[src/rtl/prvirq_pkg.sv]
package prvirq_pkg;

  localparam int unsigned PRIO_W = 8;

  typedef enum logic [1:0] {
    GRP_G0   = 2'd0,
    GRP_G1S  = 2'd1,
    GRP_G1NS = 2'd2
  } grp_e;

  localparam logic [7:0] OFS_WAKE   = 8'h00;
  localparam logic [7:0] OFS_GROUP  = 8'h04;
  localparam logic [7:0] OFS_EN_SET = 8'h08;
  localparam logic [7:0] OFS_EN_CLR = 8'h0C;
  localparam logic [7:0] OFS_PD_SET = 8'h10;
  localparam logic [7:0] OFS_PD_CLR = 8'h14;
  localparam logic [7:0] OFS_AC_SET = 8'h18;
  localparam logic [7:0] OFS_AC_CLR = 8'h1C;
  localparam logic [7:0] OFS_CFG_LO = 8'h20;
  localparam logic [7:0] OFS_CFG_HI = 8'h24;
  localparam logic [7:0] OFS_GMOD   = 8'h28;
  localparam logic [7:0] OFS_NSAC   = 8'h2C;
  localparam logic [7:0] OFS_PRIO   = 8'h40;

  // Non-secure view of a stored priority byte
  function automatic logic [PRIO_W-1:0] prio_ns_view(input logic [PRIO_W-1:0] raw);
    return {raw[PRIO_W-2:0], 1'b0};
  endfunction

  // Value stored when the non-secure side writes a priority byte
  function automatic logic [PRIO_W-1:0] prio_ns_store(input logic [PRIO_W-1:0] v);
    return {1'b1, v[PRIO_W-1:1]};
  endfunction

endpackage

[src/rtl/prvirq_prio_bank.sv]
module prvirq_prio_bank
  import prvirq_pkg::*;
#(
  parameter int unsigned NUM_IRQ = 32
) (
  input  logic                      clk,
  input  logic                      rst_n,
  input  logic [NUM_IRQ-1:0]        wr_en,
  input  logic [NUM_IRQ*PRIO_W-1:0] wr_data,
  input  logic                      ns_lim,
  input  logic [NUM_IRQ-1:0]        grp,
  output logic [NUM_IRQ*PRIO_W-1:0] rd_view
);

  for (genvar i = 0; i < NUM_IRQ; i++) begin : g_lane
    logic [PRIO_W-1:0] prio_q, prio_d;
    logic              lane_en;

    assign lane_en = wr_en[i] & (~ns_lim | grp[i]);

    always_comb begin
      prio_d = ns_lim ? prio_ns_store(wr_data[i*PRIO_W +: PRIO_W])
                      : wr_data[i*PRIO_W +: PRIO_W];
    end

    always_ff @(posedge clk or negedge rst_n) begin
      if (!rst_n)       prio_q <= '0;
      else if (lane_en) prio_q <= prio_d;
    end

    assign rd_view[i*PRIO_W +: PRIO_W] = !ns_lim ? prio_q :
                                         (grp[i] ? prio_ns_view(prio_q) : '0);
  end

endmodule

[src/rtl/prvirq_ppi_edge.sv]
module prvirq_ppi_edge #(
  parameter int unsigned NUM_PPI = 16
) (
  input  logic               clk,
  input  logic               rst_n,
  input  logic [NUM_PPI-1:0] level,
  input  logic [NUM_PPI-1:0] edge_cfg,
  output logic [NUM_PPI-1:0] set_vec
);

  logic [NUM_PPI-1:0] level_q;

  always_ff @(posedge clk or negedge rst_n) begin
    if (!rst_n) level_q <= '0;
    else        level_q <= level;
  end

  assign set_vec = level & ~level_q & edge_cfg;

endmodule

[src/rtl/prvirq_sgi_gate.sv]
module prvirq_sgi_gate
  import prvirq_pkg::*;
#(
  parameter int unsigned NUM_SGI = 16,
  localparam int unsigned ID_W   = $clog2(NUM_SGI)
) (
  input  logic                 req,
  input  logic [ID_W-1:0]      id,
  input  logic [1:0]           req_grp,
  input  logic                 ns,
  input  logic                 sec_disable,
  input  logic [NUM_SGI-1:0]   grp_bits,
  input  logic [NUM_SGI-1:0]   mod_bits,
  input  logic [2*NUM_SGI-1:0] nsac,
  output logic [NUM_SGI-1:0]   set_vec
);

  grp_e       irq_grp, eff_grp;
  logic [1:0] field;
  logic       accept;

  always_comb begin
    if (grp_bits[id])                      irq_grp = GRP_G1NS;
    else if (mod_bits[id] && !sec_disable) irq_grp = GRP_G1S;
    else                                   irq_grp = GRP_G0;

    if (grp_e'(req_grp) == GRP_G1S && irq_grp == GRP_G0) eff_grp = GRP_G0;
    else                                                 eff_grp = grp_e'(req_grp);

    field  = nsac[2*id +: 2];
    accept = req && (eff_grp == irq_grp);
    if (ns && !sec_disable) begin
      if (irq_grp == GRP_G0  && field < 2'd1) accept = 1'b0;
      if (irq_grp == GRP_G1S && field < 2'd2) accept = 1'b0;
    end

    set_vec     = '0;
    set_vec[id] = accept;
  end

endmodule

[src/rtl/prv_irq_regbank.sv]
module prv_irq_regbank
  import prvirq_pkg::*;
#(
  parameter int unsigned NUM_SGI = 16,
  parameter int unsigned NUM_PPI = 16,
  parameter int unsigned ADDR_W  = 8,
  localparam int unsigned NUM_IRQ = NUM_SGI + NUM_PPI,
  localparam int unsigned ID_W    = $clog2(NUM_SGI),
  localparam int unsigned IDX_W   = $clog2(NUM_IRQ)
) (
  input  logic               clk,
  input  logic               rst_n,
  input  logic               bus_valid,
  input  logic               bus_write,
  input  logic               bus_byte,
  input  logic               bus_secure,
  input  logic [ADDR_W-1:0]  bus_addr,
  input  logic [31:0]        bus_wdata,
  output logic [31:0]        bus_rdata,
  input  logic               sec_disable,
  input  logic [NUM_PPI-1:0] ppi_level,
  input  logic               sgi_req,
  input  logic [ID_W-1:0]    sgi_id,
  input  logic [1:0]         sgi_grp,
  input  logic               sgi_ns,
  output logic [NUM_IRQ-1:0] pend_vec,
  output logic [NUM_IRQ-1:0] enable_vec
);

  // reset: asserted asynchronously, released on the clock
  logic [1:0] rst_pipe;
  logic       srst_n;
  always_ff @(posedge clk or negedge rst_n) begin
    if (!rst_n) rst_pipe <= '0;
    else        rst_pipe <= {rst_pipe[0], 1'b1};
  end
  assign srst_n = rst_pipe[1];

  // stored state
  logic [NUM_IRQ-1:0]   grp_q, en_q, pend_q, act_q, gmod_q;
  logic [NUM_IRQ-1:0]   grp_d, en_d, pend_d, act_d, gmod_d;
  logic [2*NUM_SGI-1:0] nsac_q, nsac_d;
  logic [NUM_PPI-1:0]   edge_q, edge_d;
  logic                 sleep_q, sleep_d;

  // access qualifiers
  logic               wr_acc, rd_acc, ns_lim, sec_only, in_prio;
  logic [NUM_IRQ-1:0] acc_mask;
  logic [ADDR_W-1:0]  prio_ofs;
  logic [IDX_W-1:0]   pidx;

  assign wr_acc   = bus_valid & bus_write;
  assign rd_acc   = bus_valid & ~bus_write;
  assign ns_lim   = ~bus_secure & ~sec_disable;
  assign sec_only = bus_secure & ~sec_disable;
  assign acc_mask = ns_lim ? grp_q : '1;
  assign prio_ofs = bus_addr - ADDR_W'(OFS_PRIO);
  assign in_prio  = (bus_addr >= ADDR_W'(OFS_PRIO)) && (prio_ofs < ADDR_W'(NUM_IRQ));
  assign pidx     = prio_ofs[IDX_W-1:0];

  // priority lanes
  logic [NUM_IRQ-1:0]        prio_we;
  logic [NUM_IRQ*PRIO_W-1:0] prio_wd, prio_view;

  for (genvar i = 0; i < NUM_IRQ; i++) begin : g_pwr
    assign prio_we[i] = wr_acc && in_prio &&
                        (bus_byte ? (pidx == IDX_W'(i))
                                  : (pidx[IDX_W-1:2] == (IDX_W-2)'(i / 4)));
    assign prio_wd[i*PRIO_W +: PRIO_W] = bus_byte ? bus_wdata[PRIO_W-1:0]
                                                  : bus_wdata[(i % 4)*PRIO_W +: PRIO_W];
  end

  prvirq_prio_bank #(.NUM_IRQ(NUM_IRQ)) u_prio (
    .clk     (clk),
    .rst_n   (srst_n),
    .wr_en   (prio_we),
    .wr_data (prio_wd),
    .ns_lim  (ns_lim),
    .grp     (grp_q),
    .rd_view (prio_view)
  );

  // hardware pending sources
  logic [NUM_PPI-1:0] ppi_set;
  logic [NUM_SGI-1:0] sgi_set;

  prvirq_ppi_edge #(.NUM_PPI(NUM_PPI)) u_edge (
    .clk      (clk),
    .rst_n    (srst_n),
    .level    (ppi_level),
    .edge_cfg (edge_q),
    .set_vec  (ppi_set)
  );

  prvirq_sgi_gate #(.NUM_SGI(NUM_SGI)) u_sgi (
    .req         (sgi_req),
    .id          (sgi_id),
    .req_grp     (sgi_grp),
    .ns          (sgi_ns),
    .sec_disable (sec_disable),
    .grp_bits    (grp_q[NUM_SGI-1:0]),
    .mod_bits    (gmod_q[NUM_SGI-1:0]),
    .nsac        (nsac_q),
    .set_vec     (sgi_set)
  );

  // configuration word packing: edge flag at odd positions
  logic [NUM_IRQ-1:0] edge_all, edge_vis;
  logic [31:0]        cfg_lo_rd, cfg_hi_rd;
  logic [NUM_PPI-1:0] cfg_hi_new;

  assign edge_all = {edge_q, {NUM_SGI{1'b1}}};
  assign edge_vis = edge_all & acc_mask;

  for (genvar n = 0; n < NUM_PPI; n++) begin : g_cfg
    assign cfg_lo_rd[2*n]   = 1'b0;
    assign cfg_lo_rd[2*n+1] = edge_vis[n];
    assign cfg_hi_rd[2*n]   = 1'b0;
    assign cfg_hi_rd[2*n+1] = edge_vis[NUM_SGI+n];
    assign cfg_hi_new[n]    = bus_wdata[2*n+1];
  end

  assign pend_vec   = pend_q | {ppi_level & ~edge_q, {NUM_SGI{1'b0}}};
  assign enable_vec = en_q;

  // next state
  logic [NUM_IRQ-1:0] wm;
  assign wm = bus_wdata[NUM_IRQ-1:0] & acc_mask;

  always_comb begin
    grp_d   = grp_q;
    en_d    = en_q;
    act_d   = act_q;
    gmod_d  = gmod_q;
    nsac_d  = nsac_q;
    edge_d  = edge_q;
    sleep_d = sleep_q;
    pend_d  = pend_q;
    if (wr_acc && !bus_byte) begin
      case (bus_addr)
        ADDR_W'(OFS_WAKE):   sleep_d = bus_wdata[0];
        ADDR_W'(OFS_GROUP):  if (!ns_lim) grp_d = bus_wdata[NUM_IRQ-1:0];
        ADDR_W'(OFS_EN_SET): en_d   = en_q | wm;
        ADDR_W'(OFS_EN_CLR): en_d   = en_q & ~wm;
        ADDR_W'(OFS_PD_SET): pend_d = pend_q | wm;
        ADDR_W'(OFS_PD_CLR): pend_d = pend_q & ~wm;
        ADDR_W'(OFS_AC_SET): act_d  = act_q | wm;
        ADDR_W'(OFS_AC_CLR): act_d  = act_q & ~wm;
        ADDR_W'(OFS_CFG_HI): edge_d = (edge_q & ~acc_mask[NUM_IRQ-1:NUM_SGI]) |
                                      (cfg_hi_new & acc_mask[NUM_IRQ-1:NUM_SGI]);
        ADDR_W'(OFS_GMOD):   if (sec_only) gmod_d = bus_wdata[NUM_IRQ-1:0];
        ADDR_W'(OFS_NSAC):   if (sec_only) nsac_d = bus_wdata[2*NUM_SGI-1:0];
        default: ;
      endcase
    end
    // hardware sources win over a clear in the same cycle
    pend_d = pend_d | {ppi_set, sgi_set};
  end

  always_ff @(posedge clk or negedge srst_n) begin
    if (!srst_n) begin
      grp_q   <= '0;
      en_q    <= '0;
      pend_q  <= '0;
      act_q   <= '0;
      gmod_q  <= '0;
      nsac_q  <= '0;
      edge_q  <= '0;
      sleep_q <= 1'b0;
    end else begin
      grp_q   <= grp_d;
      en_q    <= en_d;
      pend_q  <= pend_d;
      act_q   <= act_d;
      gmod_q  <= gmod_d;
      nsac_q  <= nsac_d;
      edge_q  <= edge_d;
      sleep_q <= sleep_d;
    end
  end

  // read path
  always_comb begin
    bus_rdata = '0;
    if (rd_acc) begin
      if (bus_byte) begin
        if (in_prio) bus_rdata = {24'b0, prio_view[int'(pidx)*PRIO_W +: PRIO_W]};
      end else if (in_prio) begin
        bus_rdata = prio_view[int'({pidx[IDX_W-1:2], 2'b00})*PRIO_W +: 32];
      end else begin
        case (bus_addr)
          ADDR_W'(OFS_WAKE):   bus_rdata = {30'b0, sleep_q, sleep_q};
          ADDR_W'(OFS_GROUP):  bus_rdata = ns_lim ? '0 : grp_q;
          ADDR_W'(OFS_EN_SET),
          ADDR_W'(OFS_EN_CLR): bus_rdata = en_q & acc_mask;
          ADDR_W'(OFS_PD_SET),
          ADDR_W'(OFS_PD_CLR): bus_rdata = pend_vec & acc_mask;
          ADDR_W'(OFS_AC_SET),
          ADDR_W'(OFS_AC_CLR): bus_rdata = act_q & acc_mask;
          ADDR_W'(OFS_CFG_LO): bus_rdata = cfg_lo_rd;
          ADDR_W'(OFS_CFG_HI): bus_rdata = cfg_hi_rd;
          ADDR_W'(OFS_GMOD):   bus_rdata = sec_only ? gmod_q : '0;
          ADDR_W'(OFS_NSAC):   bus_rdata = sec_only ? nsac_q : '0;
          default:             bus_rdata = '0;
        endcase
      end
    end
  end

endmodule

[config.mk]
export PLATFORM = sky130hd
export DESIGN_NAME = prv_irq_regbank
export DESIGN_NICKNAME = d
export VERILOG_FILES = /design/src/rtl/prvirq_pkg.sv /design/src/rtl/prvirq_prio_bank.sv /design/src/rtl/prvirq_ppi_edge.sv /design/src/rtl/prvirq_sgi_gate.sv /design/src/rtl/prv_irq_regbank.sv
export SDC_FILE = /design/constraint.sdc
export NUM_CORES = 1
export LEC_CHECK = 0
export ABC_CLOCK_PERIOD_IN_PS = 18100
export BUFFER_PORTS_ARGS = -buffer_cell sky130_fd_sc_hd__buf_4
export CAP_MARGIN = 0
export CORE_MARGIN = 2
export CORE_UTILIZATION = 30
export DETAILED_ROUTE_END_ITERATION = 8
export GPL_TIMING_DRIVEN = 0
export PLACE_DENSITY = 0.5
export SYNTH_ARGS = -nofsm -noshare
export SYNTH_HDL_FRONTEND = slang
export SYNTH_SLANG_ARGS = --single-unit
[constraint.sdc]
create_clock -name clk -period 18.1 [get_ports clk]
set_clock_uncertainty 0.1 [all_clocks]
set_input_delay 1.81 -clock clk [delete_from_list [all_inputs] [get_ports clk]]
set_output_delay 1.81 -clock clk [all_outputs]
set_load 0.01 [all_outputs]
==> reports/results.tsv, run 1 <==
metric	value	unit
status	finished, violations left	
failing checks	capacitance limit, slew limit	
Post-Synthesis Cell Area	27300	sq um
CP Class	in -> out	
CTS Root Cell	clkbuf_16	
largest net degree at the start of global routing	63	
sequential fraction of the synthesis area	44.2	%
compound-gate portion of the synthesized area	20.1	%
Hold Buf Count CTS	0	
Max VDD drop	65.6	uV
Synth Register Bits	483	
# setup viols final	0	
final hold viol count	0	
Remaining Overflow, GRT	0	
WP data arrival	6.78	ns
Worst Setup End Kind	output pin	
xor and xnor area share after synthesis	0	%
number of max-cap violations	2	
Mapped Cells	2666	
fin. max-slew vios	19	
Clock Latency Late Sink	0.66	ns
maximum clock path buffer count	3	
filler cell count	9173	
Post-synth EDFFs	0	
HP Start	rst_pipe[0]	
Layout area overhead	17.2	%
FP Rows	110	
via count of the routed design	26400	
CP max FO	10	
Post-route DRC	0	
Final HPWL DP	112	mm
DR iter-0 viols	4100	
crit start category	input pin	
CTS sink cnt	483	
final worst-path cycle share	48.0	%
Die Y	306	microns
Via density	6.42	
area share of fa/ha/maj cells after synthesis	0	%
Synth Net Count	2737	
setup TNS	0	ns
Clock Pin Slew Worst Setup and Hold Paths	0.06	ns
Crit. Startpoint	bus_addr[3]	
GRT Util Overall	31.4	%
Synth Area in Simple Gates	11.9	%
Inserted Clock Buffers	54	
Slew headroom	-4.54	%
Die W	306	microns
Int Power	1920	uW
clock group share of total power	41.6	%
Tot Pwr	2770	uW
Flop pwr share	42.6	%
Main synth FF type	dfrtp_1	
async set-reset flop share out of synthesis	100	%
synth warn	0	
Switch Pwr	847	uW
Net Sw Frac	30.6	%
post-synthesis mux area share	19.3	%
Setup Fix Bufs, Post-CTS	0	
R2R Path Start	grp_q[8]	
gpl congestion	1.05	
vias in the first global route	24900	
H-tree depth	2	
cts repair resizes	0	
die area	93600	sq um
Hold Crit Class	reg -> reg	
TritonCTS clock tree	built	
global-route wire length before repair	207	mm
drt total wl	150	mm
Core ar.	90100	sq um
initial antenna violation count	17	
Pleak	0.0143	uW
I/O Buffers	162	
share of cells above drive strength 1	26.1	%
routed len/inst	36.6	microns
Fmax achieved	0.115	GHz
Detail Route Antenna Nets	0	
synth unique cells	91	
Initial Util	30.3	%
largest family of logic cells by synthesized area	compound AO/OA/AOI/OAI gates	
minimum clock period	8.69	ns
Least-Margin Pin Slew	1.57	ns
drt first pass iters	9	
Req. time, crit path	16.19	ns
pwr dens	86.4	nW/um^2
I/O Pins	167	
combinational share of power	15.8	%
RSZ-0062 raised after global routing	false	
final-stage net count	2965	
syn avg cell area	10.3	sq um
power by group through the flow:
stage	logic [uW]	clock network (uW)	registers, uW
6_report	438	1150	1180
3_3_place_gp	390	0	1220
5_1_grt	449	1200	1190
3_5_place_dp	418	0	1200
2_1_floorplan	205	0	1190
4_1_cts	420	1160	1180
cell usage after synthesis, drive strengths merged (41+ instances only):
library cell	number	share of area, %
a21oi	151	2.8
and3	43	0.98
buf	121	2.5
clkbuf	109	1.5
dfrtp	483	44
mux2	301	13
mux2i	87	3.2
mux4	41	3.4
nand2	326	4.5
nand3	63	1.2
nor2	93	1.3
o211ai	60	1.9
o21ai	247	4.5
o31ai	54	1.5
cells in the final DEF (no fill, tap or decap), drive strengths merged, types with 63 or more instances in the layout:
cell type | synthesis | final
a21oi | 151 | 151
buf | 121 | 292
clkbuf | 109 | 175
dfrtp | 483 | 483
mux2 | 301 | 301
mux2i | 87 | 87
nand2 | 326 | 326
nand3 | 63 | 63
nor2 | 93 | 93
o21ai | 247 | 247
cells by family (layout without fill, tap and decap cells):
group | count (synthesis) | count (layout)
other | 1 | 4
muxes | 429 | 429
DFF | 483 | 483
buffers and inverters | 256 | 521
and+or+nand+nor | 677 | 677
AOI/OAI and AO/OA | 820 | 820
stage by stage:
step	std cells	cell area, sq um	hold slack [ns]	utilization (%)	setup slack [ns]
floorplan	2666	27300	0.231	-	3.54
global placement	4004	30000	0.234	33.3	-3.63
detailed placement	4014	30300	0.240	33.6	9.87
CTS	4107	32000	0.255	35.5	9.88
global route	4107	32000	0.267	35.5	9.58
finish	4110	32000	0.252	35.6	9.41
final timing paths:
| check | end | slack, ns | cells after the start |
|---|---|---|---|
| setup / recovery | bus_rdata[7] | 9.41 | 11 |
| hold / removal | rst_pipe[1] | 0.25 | 0 |
| setup reg to reg | u_prio.g_lane[8].prio_q[0] | 14.67 | 5 |
| hold reg to reg | rst_pipe[1] | 0.25 | 0 |
| max in group asynchronous | pend_q[13] | 15.84 | 4 |
| min in group asynchronous | u_prio.g_lane[28].prio_q[1] | 0.30 | 0 |
metal layers:
metal	up-vias	global-route usage, %	wire length, microns
li1	10500	-	-
met1	13300	42.3	60200
met2	2031	44.1	61100
met3	531	9.77	18700
met4	26	18.4	10300
met5	-	0	154
area by class of cell:
class	instances	area (sq um)	area share, %
buffer	230	1100	3.42
clock inverter	27	324	1.01
inverter	26	97.6	0.305
sequential	483	12100	37.7
antenna	3	7.51	0.0234
timing repair buffer	172	1450	4.52
multi-input combinational	1927	14100	43.9
tap	1176	1470	4.59
clock buffer	66	1450	4.51
critical path: stages:
cell and delay (ns):
buf_4 0.16, buf_4 0.28, clkinv_1 0.29, clkbuf_1 0.66
clkbuf_1 0.78, o2bb2ai_1 0.72, nand3_1 0.20, nand4_1 0.22
o21ai_1 0.17, nor4b_1 1.15, buf_4 0.28
(Power assumes the default switching activity.)
==> inputs of run 2 (changes only) <==
ABC_CLOCK_PERIOD_IN_PS = 8200   (was 18100)
clock period = 8.2 ns   (was 18.1 ns; I/O delays follow)
==> run 2 against run 1 <==
- cell count is 0.41% higher
- combinational power is 120% higher
- die area stayed put
- wire length is 2.7% higher
- via count is 0.22% lower
- the flow still finishes with violations (capacitance limit, slew limit)
- sequential share of layout area is 0.25 points lower
- core utilization is 0.24 points higher
- clock power is 140% higher
- sequential power is 120% higher
- power is 130% higher
- non-clock buffer count stayed put
- cell area is 0.68% higher
==> reports/results.tsv, run 2 (synthesis gave the netlist of run 1 again) <==
metric	value	unit
status	finished, violations left	
failing checks	capacitance limit, slew limit	
Worst Slack Setup Final	1.59	ns
Remaining Overflow, GRT	0	
global-route wire length before repair	211	mm
Multi-input gate area	14100	sq um
CP Class	in -> out	
Net Sw Frac	30.2	%
via count of the routed design	26300	
filler cell count	9199	
share of cells above drive strength 1	26.5	%
Least-Margin Pin Slew	1.66	ns
fin. max-slew vios	27	
drt total wl	155	mm
placed cell area	30300	sq um
Core Util, Final	35.8	%
R2R Path Start	grp_q[8]	
most frequent cells in the layout	dfrtp_1, nand2_1, mux2_2	
Initial Util	30.3	%
Pleak	0.0143	uW
die area	93600	sq um
final worst-path cycle share	80.6	%
TritonCTS clock tree	built	
crit start category	input pin	
hold depth	1	
Clock Pin Slew Worst Setup and Hold Paths	0.06	ns
Inserted Clock Buffers	56	
hold path endpoint	u_edge.level_q[15]	
FP Rows	110	
gpl congestion	1.04	
Worst Setup End Kind	output pin	
maximum clock path buffer count	3	
worst reg-to-reg setup slack	4.63	ns
minimum clock period	6.61	ns
WP data arrival	5.69	ns
number of max-cap violations	3	
commonest non-fill, non-tap cell in the layout	dfrtp_1	
Register-to-Register Path Depth	5	
Post-route DRC	0	
I/O Pins	167	
combinational share of power	15.4	%
largest net degree at the start of global routing	67	
I/O Buffers	162	
Via density	6.38	
clock group share of total power	43.3	%
setup TNS	0	ns
H-tree depth	2	
vias in the first global route	25000	
initial antenna violation count	16	
Detail Route Antenna Nets	0	
Layout area overhead	18.0	%
Final Non-Filler Cells	4127	
Hold Crit Class	in -> reg	
Die W	306	microns
DR iter-0 viols	3854	
RSZ-0062 raised after global routing	false	
GRT Util Overall	32.2	%
CP max FO	10	
Flop pwr share	41.3	%
# setup viols final	0	
Setup Fix Bufs, Post-CTS	0	
RR Endpoint	u_prio.g_lane[8].prio_q[1]	
drt first pass iters	6	
FF+latch area	12100	sq um
routed len/inst	37.4	microns
final hold viol count	0	
finished layout cell area	32300	sq um
Switch Pwr	1910	uW
Clock Latency Late Sink	0.66	ns
CTS Root Cell	clkbuf_16	
Final HPWL DP	115	mm
Max VDD drop	164	uV
Int Power	4400	uW
final-stage net count	2967	
Place WS	1.84	ns
Die Y	306	microns
pwr dens	195	nW/um^2
Hold Buf Count CTS	1	
Slew headroom	-10.8	%
CTS sink cnt	483	
placed cell count	4013	
cts repair resizes	0	
Fmax achieved	0.151	GHz
Req. time, crit path	7.28	ns
HP Start	ppi_level[15]	
Core ar.	90100	sq um
## run 2: cell types whose count changed in the layout (fill, tap and decap cells not counted), sizes merged, moves of 2 or more
cell      before  now
clkbuf       175  182
diode          3    9
clkinvlp       2    6
clkinv        15   13
## run 2: layout make-up
type,instances,share of cell area [%]
multi-input combinational,1927,43.6
sequential,483,37.5
clock buffer,73,4.95
tap,1176,4.56
timing repair buffer,172,4.49
buffer,230,3.40
clock inverter,31,1.15
inverter,26,0.302
antenna,9,0.0698
## run 2: power by group through the flow
stage / logic [uW] / registers [uW] / clock network, uW
2_1_floorplan: 452 / 2630 / 0
3_3_place_gp: 873 / 2690 / 0
3_5_place_dp: 932 / 2640 / 0
4_1_cts: 936 / 2600 / 2760
5_1_grt: 998 / 2610 / 2850
6_report: 973 / 2600 / 2730
## run 2: stage by stage
step	total power, uW	hold slack [ns]
floorplan	3080	0.231
global placement	3560	0.233
detailed placement	3580	0.237
CTS	6290	0.180
global route	6460	0.196
finish	6310	0.196
## run 2: worst max path at each step
stage | startpoint | to | slack [ns] | cells after the start
global route | bus_addr[3] | bus_rdata[1] | 1.77 | 11
finish | bus_addr[4] | bus_rdata[2] | 1.59 | 8
floorplan | rst_pipe[1] | asynchronous set/reset pin | 0.23 | 0
global placement | rst_pipe[1] | asynchronous set/reset pin | -3.66 | 0
detailed placement | bus_addr[3] | bus_rdata[7] | 1.84 | 11
CTS | bus_addr[3] | bus_rdata[7] | 1.83 | 11
## run 2: layer usage
layer  routed length [microns]  GRT usage, %  up-vias
li1                          -             -    10500
met1                     62900          43.4    13400
met2                     64900          46.9     1954
met3                     17200          8.61      473
met4                      9570          17.5       12
met5                        86             0        -
## run 2: worst max-delay path: stages
cell       delay, ns
buf_2           0.29
buf_2           0.58
buf_2           0.59
clkbuf_1        0.96
clkbuf_1        0.50
o21ai_0         0.43
a2111oi_1       1.20
buf_4           0.28
